**config.mk**
```make
export PLATFORM = sky130hd
export DESIGN_NAME = itmr_top
export DESIGN_NICKNAME = d
export VERILOG_FILES = /design/src/rtl/itmr_pkg.sv /design/src/rtl/itmr_edge.sv /design/src/rtl/itmr_ctrl.sv /design/src/rtl/itmr_count.sv /design/src/rtl/itmr_outpin.sv /design/src/rtl/itmr_top.sv
export SDC_FILE = /design/constraint.sdc
export NUM_CORES = 1
export LEC_CHECK = 0
export ABC_AREA = 1
export BUFFER_PORTS_ARGS = -buffer_cell sky130_fd_sc_hd__buf_2
export CAP_MARGIN = 5
export CORE_ASPECT_RATIO = 1.25
export CORE_MARGIN = 8
export CORE_UTILIZATION = 58
export CTS_CLUSTER_SIZE = 28
export DETAILED_ROUTE_END_ITERATION = 10
export GPL_ROUTABILITY_DRIVEN = 0
export PLACE_DENSITY = 0.85
export SYNTH_ARGS = -nofsm -noshare
export SYNTH_HDL_FRONTEND = slang
export SYNTH_HIERARCHICAL = 1
export SYNTH_SLANG_ARGS = --single-unit
```
**constraint.sdc**
```tcl
create_clock -name clk -period 1.6 [get_ports clk]
set_input_delay 0 -clock clk [delete_from_list [all_inputs] [get_ports clk]]
set_output_delay 0 -clock clk [all_outputs]
set_load 0.01 [all_outputs]
```
**src/rtl/itmr_pkg.sv**
```systemverilog
package itmr_pkg;
    localparam int CNT_W  = 16;
    localparam int BYTE_W = 8;

    // control byte bit positions (software decodes these)
    localparam int B_START  = 0;
    localparam int B_ROUTE  = 1;
    localparam int B_TOGGLE = 2;
    localparam int B_ONESHOT= 3;
    localparam int B_LOAD   = 4;
    localparam int B_EXT    = 5;
    localparam int B_CASC   = 6;

    typedef enum logic [1:0] {
        SEL_LO   = 2'd0,
        SEL_HI   = 2'd1,
        SEL_CTRL = 2'd2,
        SEL_NONE = 2'd3
    } itmr_sel_e;

    typedef struct packed {
        logic casc;
        logic ext;
        logic oneshot;
        logic toggle;
        logic route;
        logic start;
    } itmr_ctrl_t;

    function automatic itmr_ctrl_t ctrl_from_byte(input logic [BYTE_W-1:0] d, input logic casc_ok);
        itmr_ctrl_t c;
        c.casc    = d[B_CASC] & casc_ok;
        c.ext     = d[B_EXT];
        c.oneshot = d[B_ONESHOT];
        c.toggle  = d[B_TOGGLE];
        c.route   = d[B_ROUTE];
        c.start   = d[B_START];
        return c;
    endfunction

    function automatic logic [BYTE_W-1:0] ctrl_to_byte(input itmr_ctrl_t c);
        logic [BYTE_W-1:0] b;
        b = '0;
        b[B_CASC]    = c.casc;
        b[B_EXT]     = c.ext;
        b[B_ONESHOT] = c.oneshot;
        b[B_TOGGLE]  = c.toggle;
        b[B_ROUTE]   = c.route;
        b[B_START]   = c.start;
        return b;
    endfunction
endpackage

```
**src/rtl/itmr_edge.sv**
```systemverilog
module itmr_edge #(
    parameter int STAGES = 2
) (
    input  logic clk,
    input  logic rst,
    input  logic pin_i,
    output logic rise_o
);
    logic [STAGES-1:0] sync_q;
    logic              prev_q;

    generate
        if (STAGES == 1) begin : g_one
            always_ff @(posedge clk) begin
                if (rst) sync_q <= '0;
                else     sync_q <= pin_i;
            end
        end else begin : g_many
            always_ff @(posedge clk) begin
                if (rst) sync_q <= '0;
                else     sync_q <= {sync_q[STAGES-2:0], pin_i};
            end
        end
    endgenerate

    always_ff @(posedge clk) begin
        if (rst) prev_q <= 1'b0;
        else     prev_q <= sync_q[STAGES-1];
    end

    assign rise_o = sync_q[STAGES-1] & ~prev_q;

    // one edge yields a single count event
    p_rise_single_r7: assert property (@(posedge clk) disable iff (rst)
        rise_o |=> !rise_o);
endmodule

```
**src/rtl/itmr_ctrl.sv**
```systemverilog
module itmr_ctrl
    import itmr_pkg::*;
#(
    parameter bit CASCADE_EN = 1'b1
) (
    input  logic              clk,
    input  logic              rst,
    input  logic              wr_i,
    input  logic [BYTE_W-1:0] wdata_i,
    input  logic              unf_now_i,
    output itmr_ctrl_t        ctrl_o,
    output logic              force_ld_o
);
    itmr_ctrl_t ctrl_q;

    always_ff @(posedge clk) begin
        if (rst) begin
            ctrl_q <= '0;
        end else if (wr_i) begin
            ctrl_q <= ctrl_from_byte(wdata_i, CASCADE_EN);
        end else if (unf_now_i && ctrl_q.oneshot) begin
            ctrl_q.start <= 1'b0;
        end
    end

    assign ctrl_o     = ctrl_q;
    assign force_ld_o = wr_i & wdata_i[B_LOAD];

    // single-shot stops at underflow, repeating keeps running
    p_oneshot_stop_r5: assert property (@(posedge clk) disable iff (rst)
        (unf_now_i && ctrl_q.oneshot && !wr_i) |=> !ctrl_q.start);
    p_repeat_keep_r5: assert property (@(posedge clk) disable iff (rst)
        (unf_now_i && !ctrl_q.oneshot && !wr_i) |=> ctrl_q.start);
endmodule

```
**src/rtl/itmr_count.sv**
```systemverilog
module itmr_count
    import itmr_pkg::*;
(
    input  logic              clk,
    input  logic              rst,
    input  logic              wr_lo_i,
    input  logic              wr_hi_i,
    input  logic [BYTE_W-1:0] wdata_i,
    input  logic              force_ld_i,
    input  logic              run_i,
    input  logic              evt_i,
    output logic [CNT_W-1:0]  cnt_o,
    output logic              unf_now_o,
    output logic              unf_o
);
    logic [BYTE_W-1:0] lat_lo_q, lat_hi_q;
    logic [CNT_W-1:0]  cnt_q;
    logic              unf_q;
    logic              ld;
    logic [CNT_W-1:0]  ld_val;

    assign ld     = force_ld_i | (wr_hi_i & ~run_i);
    assign ld_val = {(wr_hi_i ? wdata_i : lat_hi_q), lat_lo_q};
    assign unf_now_o = run_i & evt_i & ~ld & (cnt_q == '0);

    always_ff @(posedge clk) begin
        if (rst) begin
            lat_lo_q <= '1;
            lat_hi_q <= '1;
        end else begin
            if (wr_lo_i) lat_lo_q <= wdata_i;
            if (wr_hi_i) lat_hi_q <= wdata_i;
        end
    end

    always_ff @(posedge clk) begin
        if (rst) begin
            cnt_q <= '1;
            unf_q <= 1'b0;
        end else begin
            unf_q <= 1'b0;
            if (ld) begin
                cnt_q <= ld_val;
            end else if (run_i && evt_i) begin
                if (cnt_q == '0) begin
                    cnt_q <= {lat_hi_q, lat_lo_q};
                    unf_q <= 1'b1;
                end else begin
                    cnt_q <= cnt_q - 1'b1;
                end
            end
        end
    end

    assign cnt_o = cnt_q;
    assign unf_o = unf_q;

    // underflow only follows a zero count
    p_unf_from_zero_r4: assert property (@(posedge clk) disable iff (rst)
        unf_q |-> ($past(cnt_q) == '0));
    // a stopped timer holds its count
    p_hold_stopped_r3: assert property (@(posedge clk) disable iff (rst)
        (!run_i && !force_ld_i && !wr_hi_i) |=> $stable(cnt_q));
endmodule

```
**src/rtl/itmr_outpin.sv**
```systemverilog
module itmr_outpin (
    input  logic clk,
    input  logic rst,
    input  logic unf_i,
    input  logic route_i,
    input  logic toggle_i,
    output logic pin_oe_o,
    output logic pin_out_o
);
    logic pulse_q, tog_q;

    always_ff @(posedge clk) begin
        if (rst) begin
            pulse_q <= 1'b0;
            tog_q   <= 1'b0;
        end else begin
            pulse_q <= unf_i;
            if (unf_i && toggle_i) tog_q <= ~tog_q;
        end
    end

    assign pin_oe_o  = route_i;
    assign pin_out_o = route_i & (toggle_i ? tog_q : pulse_q);

    // toggle form flips once per underflow
    p_toggle_flip_r10: assert property (@(posedge clk) disable iff (rst)
        (unf_i && toggle_i) |=> (tog_q != $past(tog_q)));
endmodule

```
**src/rtl/itmr_top.sv**
```systemverilog
module itmr_top
    import itmr_pkg::*;
#(
    parameter bit CASCADE_EN  = 1'b1,
    parameter int SYNC_STAGES = 2
) (
    input  logic       clk,
    input  logic       rst,
    input  logic       wr_en,
    input  logic [1:0] wr_sel,
    input  logic [7:0] wr_data,
    input  logic [1:0] rd_sel,
    output logic [7:0] rd_data,
    input  logic       tick_en,
    input  logic       cnt_pin,
    input  logic       casc_in,
    output logic       underflow,
    output logic       pin_oe,
    output logic       pin_out
);
    itmr_ctrl_t       ctrl;
    logic             force_ld, unf_now, unf, pin_rise, evt;
    logic [CNT_W-1:0] cnt;
    logic             wr_lo, wr_hi, wr_ct;

    assign wr_lo = wr_en & (itmr_sel_e'(wr_sel) == SEL_LO);
    assign wr_hi = wr_en & (itmr_sel_e'(wr_sel) == SEL_HI);
    assign wr_ct = wr_en & (itmr_sel_e'(wr_sel) == SEL_CTRL);

    itmr_edge #(.STAGES(SYNC_STAGES)) u_edge (
        .clk(clk), .rst(rst), .pin_i(cnt_pin), .rise_o(pin_rise)
    );

    generate
        if (CASCADE_EN) begin : g_casc
            assign evt = ctrl.casc ? casc_in : (ctrl.ext ? pin_rise : tick_en);
        end else begin : g_nocasc
            logic casc_unused;
            assign casc_unused = casc_in;
            assign evt = ctrl.ext ? pin_rise : tick_en;
        end
    endgenerate

    itmr_ctrl #(.CASCADE_EN(CASCADE_EN)) u_ctrl (
        .clk(clk), .rst(rst), .wr_i(wr_ct), .wdata_i(wr_data),
        .unf_now_i(unf_now), .ctrl_o(ctrl), .force_ld_o(force_ld)
    );

    itmr_count u_count (
        .clk(clk), .rst(rst), .wr_lo_i(wr_lo), .wr_hi_i(wr_hi),
        .wdata_i(wr_data), .force_ld_i(force_ld), .run_i(ctrl.start),
        .evt_i(evt), .cnt_o(cnt), .unf_now_o(unf_now), .unf_o(unf)
    );

    itmr_outpin u_pin (
        .clk(clk), .rst(rst), .unf_i(unf), .route_i(ctrl.route),
        .toggle_i(ctrl.toggle), .pin_oe_o(pin_oe), .pin_out_o(pin_out)
    );

    assign underflow = unf;

    always_comb begin
        unique case (itmr_sel_e'(rd_sel))
            SEL_LO:   rd_data = cnt[BYTE_W-1:0];
            SEL_HI:   rd_data = cnt[CNT_W-1:BYTE_W];
            SEL_CTRL: rd_data = ctrl_to_byte(ctrl);
            default:  rd_data = '0;
        endcase
    end
endmodule

```
==> metrics.md <==
| Metric | Value |
|---|---|
| Status | `complete, but fails checks` |
| Failing checks | `setup timing` |
| Worst hold slack | `0.01375 ns` |
| Slew headroom | `63.22%` |
| Distinct cells, synth | `27` |
| Period utilisation layout | `101.4%` |
| Number of buffers created by CTS | `5` |
| Synthesis-stage register bit count | `44` |
| Synth area leader | `dfxtp_1` |
| RR Endpoint | `u_count/cnt_o[8]` |
| Critical Path AT | `1.80 ns` |
| CORE AREA | `0.004392 sq mm` |
| Levels on crit path | `7` |
| Critical path class | `flop to flop` |
| TritonCTS clock tree | `done` |
| Critical path's top delay family | `simple AND/OR/NAND/NOR gates` |
| Initial antenna violation count | `0` |
| WP buf/inv | `1` |
| Pin count of the biggest net entering global routing | `23` |
| Worst-Margin Slew | `about 0.55 ns` |
| Initial core utilization | `59.94%` |
| Termination of the worst setup path | `u_count/cnt_o[8]` |
| Fillers | `397` |
| Crit. Startpoint | `u_count/cnt_o[1]` |
| Worst Skew | `approximately 0.008 ns` |
| IO buf count | `28` |
| Clk pin slew, worst setup/hold paths | `0.08 ns` |
| Mux cell area share after synthesis | `0%` |
| Routed via count | `2879` |
| Slack of the worst reg-to-reg path | `-0.02 ns` |
| Critical R2R Launch | `u_count/cnt_o[1]` |
| Worst Path Required | `1.78 ns` |
| Hold Vio Cnt, Final | `0` |
| Peak supply drop | `0.7365 mV` |
| Number of global-route vias before repair | `2761` |
| Clock Root Buffer | `clkbuf_8` |
| Max Slew Vio Count | `0` |
| DIE AREA | `0.006964 sq mm` |
| DR DRC count | `0` |
| Commonest non-fill, non-tap cell in the layout | `nand2_1` |
| Largest family of logic cells by synthesized area | `simple AND/OR/NAND/NOR gates` |
| Pleak | `between 0.0015 and 0.002 uW` |
| Wirelength, routed | `7.382 mm` |
| Largest cells by area after synthesis | `dfxtp_1 (33%), nand2_1 (15%), nand3_1 (12%)` |
| Setup TNS | `-0.02194 ns` |
| Avg WL per Cell | `14.17 um` |
| Synth Area in Compound Gates | `about a tenth` |
| Avg Inst Size Synth | `6.328 sq um` |
| Clock tree sinks | `44` |
| FMAX | `0.6165 GHz` |
| Setup violators final | `1` |
| Adder-Cell Fraction of Synth Area | `0.9506%` |
| H-Tree Depth | `2` |
| Crit-path max cell delay | `0.33 ns` |
| Most frequent cells in the layout | `nand2_1 (107), nand3_1 (64), inv_1 (60), dfxtp_1 (44), nor2_1 (42)` |
| Slowest CP cell | `dfxtp_1` |
| Sequential-to-total area share from yosys stat | `33.46%` |
| Mapped cell area | `0.002633 sq mm` |
| Synth Area in Simple Gates | `approximately 42%` |
| Share of layout cells above drive strength 1 | `17.06%` |
| ANT nets after route | `0` |
| Yosys Warn Count | `6` |
| P&R area growth vs syn | `17.25%` |
| Post-DP HPWL | `5.598 mm` |
| Vias per cell | `5.526` |
| Layout net count | `482` |
| Worst hold-check path type | `primary input to flop` |
| Critical path capture point type | `flop` |
| DRT iter0 DRCs | `approximately 330` |
| Tmin final | `1.622 ns` |
| Die span in y | `91.33 um` |
| Unrepaired setup endpoints after global routing | `yes` |
| Final WS setup | `-0.02194 ns` |
| Worst setup SP type | `flop` |
| Cells after Synth | `between 400 and 500` |
| First-pass GRT wire length | `12.32 mm` |
| Pwr Total | `approximately 2500 uW` |
| Ant. Diodes | `0` |
| Crit Path Max Fanout | `4` |
| Max_cap viols | `0` |
| GRT Overall Usage | `21.00%` |
| Router iterations before antenna repair | `5` |
| Grt total ovfl | `0` |
| Die X | `around 76 um` |
| Cell area power density | `817.1 mW/mm^2` |
| Worst path cell trace | `inv_1 > ha_1 > nand2_1 > o21ai_0 > nand3_1 > nand3_1 > nand2_1` |
| CTS Buffer Depth | `2` |
| Synth top area share | `between 30% and 40%` |
| Synth Net Count | `436` |
| Xor/xnor share of the synthesized area | `0.6654%` |
| Number of I/O pins | `29` |
| Rows | `27` |
| R2R cell count | `7` |
| Later-pin clock latency in the skew report | `0.29 ns` |
[cells by family after synthesis]
group	after synthesis
AND/OR/NAND/NOR	240
AO/OA/AOI/OAI	49
adder cells (fa/ha/maj)	2
buffers and inverters	79
XOR/XNOR	2
flip-flops	44
[per-stage QoR]
stage	cell area, sq um	util, %	cells	worst slack (ns)
finish	3087	70.28	521	-0.02194
global route	3087	70.28	521	-0.03476
CTS	3074	70.00	521	0.07299
detailed placement	2887	65.73	505	0.1169
global placement	2887	65.73	505	0.2008
floorplan	2633	-	416	0.1621
[worst min path at each step]
stage	from	to	slack (ns)	depth (start not counted)
6_report	wr_data[5]	u_count/lat_lo_q[5]	0.01	3
5_1_grt	wr_data[5]	u_ctrl/ctrl_o[4]	0.05	3
4_1_cts	wr_data[5]	u_count/lat_lo_q[5]	0.02	3
3_5_place_dp	cnt_pin	u_edge/sync_q[0]	0.21	3
3_3_place_gp	cnt_pin	u_edge/sync_q[0]	0.21	3
2_1_floorplan	rst	u_ctrl/ctrl_o[3]	0.07	1
[routing by layer]
metal / share of wire (%) / global-route usage, %
met1: 41 / 23.81
met4: 4.1 / 12.54
met2: 47 / 36.01
met5: 0 / 0
met3: 7.9 / 3.649
[cell usage after synthesis]
library cell,instances
a21oi_1,10
a31oi_1,2
buf_2,1
buf_4,2
buf_6,4
clkbuf_1,5
dfxtp_1,44
ha_1,2
inv_1,60
inv_2,7
nand2_1,107
nand2_2,4
nand3_1,64
nand3_2,5
nand3_4,1
nand4_1,2
nor2_1,43
nor2_2,4
nor2_4,6
nor2_8,1
nor3_1,2
nor3b_1,1
o21ai_0,30
o21ai_1,1
o22ai_1,6
xnor2_1,1
xor2_1,1
[worst min-delay path, stage by stage]
cell     delay [ns]
buf_2          0.14
a21oi_1        0.07
o21ai_0        0.06
[state kept, by name, indices dropped and copies added, names as in the netlist]
| signal | count |
|---|---|
| u_count/cnt_o | 16 |
| u_count/lat_hi_q | 8 |
| u_count/lat_lo_q | 8 |
| u_count/unf_o | 1 |
| u_ctrl/ctrl_o | 6 |
| u_edge/prev_q | 1 |
| u_edge/sync_q | 2 |
| u_pin/pulse_q | 1 |
| u_pin/tog_q | 1 |
[power breakdown]
group / leakage (uW) / total [uW] / switching, uW / internal [uW]
logic: 0.00116 / 478 / 289 / 189
clock network: 0.0000552 / 823 / 360 / 463
registers: 0.000361 / 1220 / 61.9 / 1160
[final cells by class]
cell class,count,area [sq um],share of cell area (%)
Inverter,67,251.5,8.148
Multi-Input combinational cell,293,1429,46.29
Timing Repair Buffer,51,345.3,11.19
Tap cell,58,72.57,2.351
Clock inverter,2,35.03,1.135
Sequential cell,44,880.8,28.54
Clock buffer,6,72.57,2.351
[timing repair]
item,CTS,global route
hold buffers,8,0
endpoints found under the setup margin,0,13
buffers inserted,0,0
gates resized for setup,0,3
hold endpoints to repair,12,0
(Power assumes the default switching activity.)
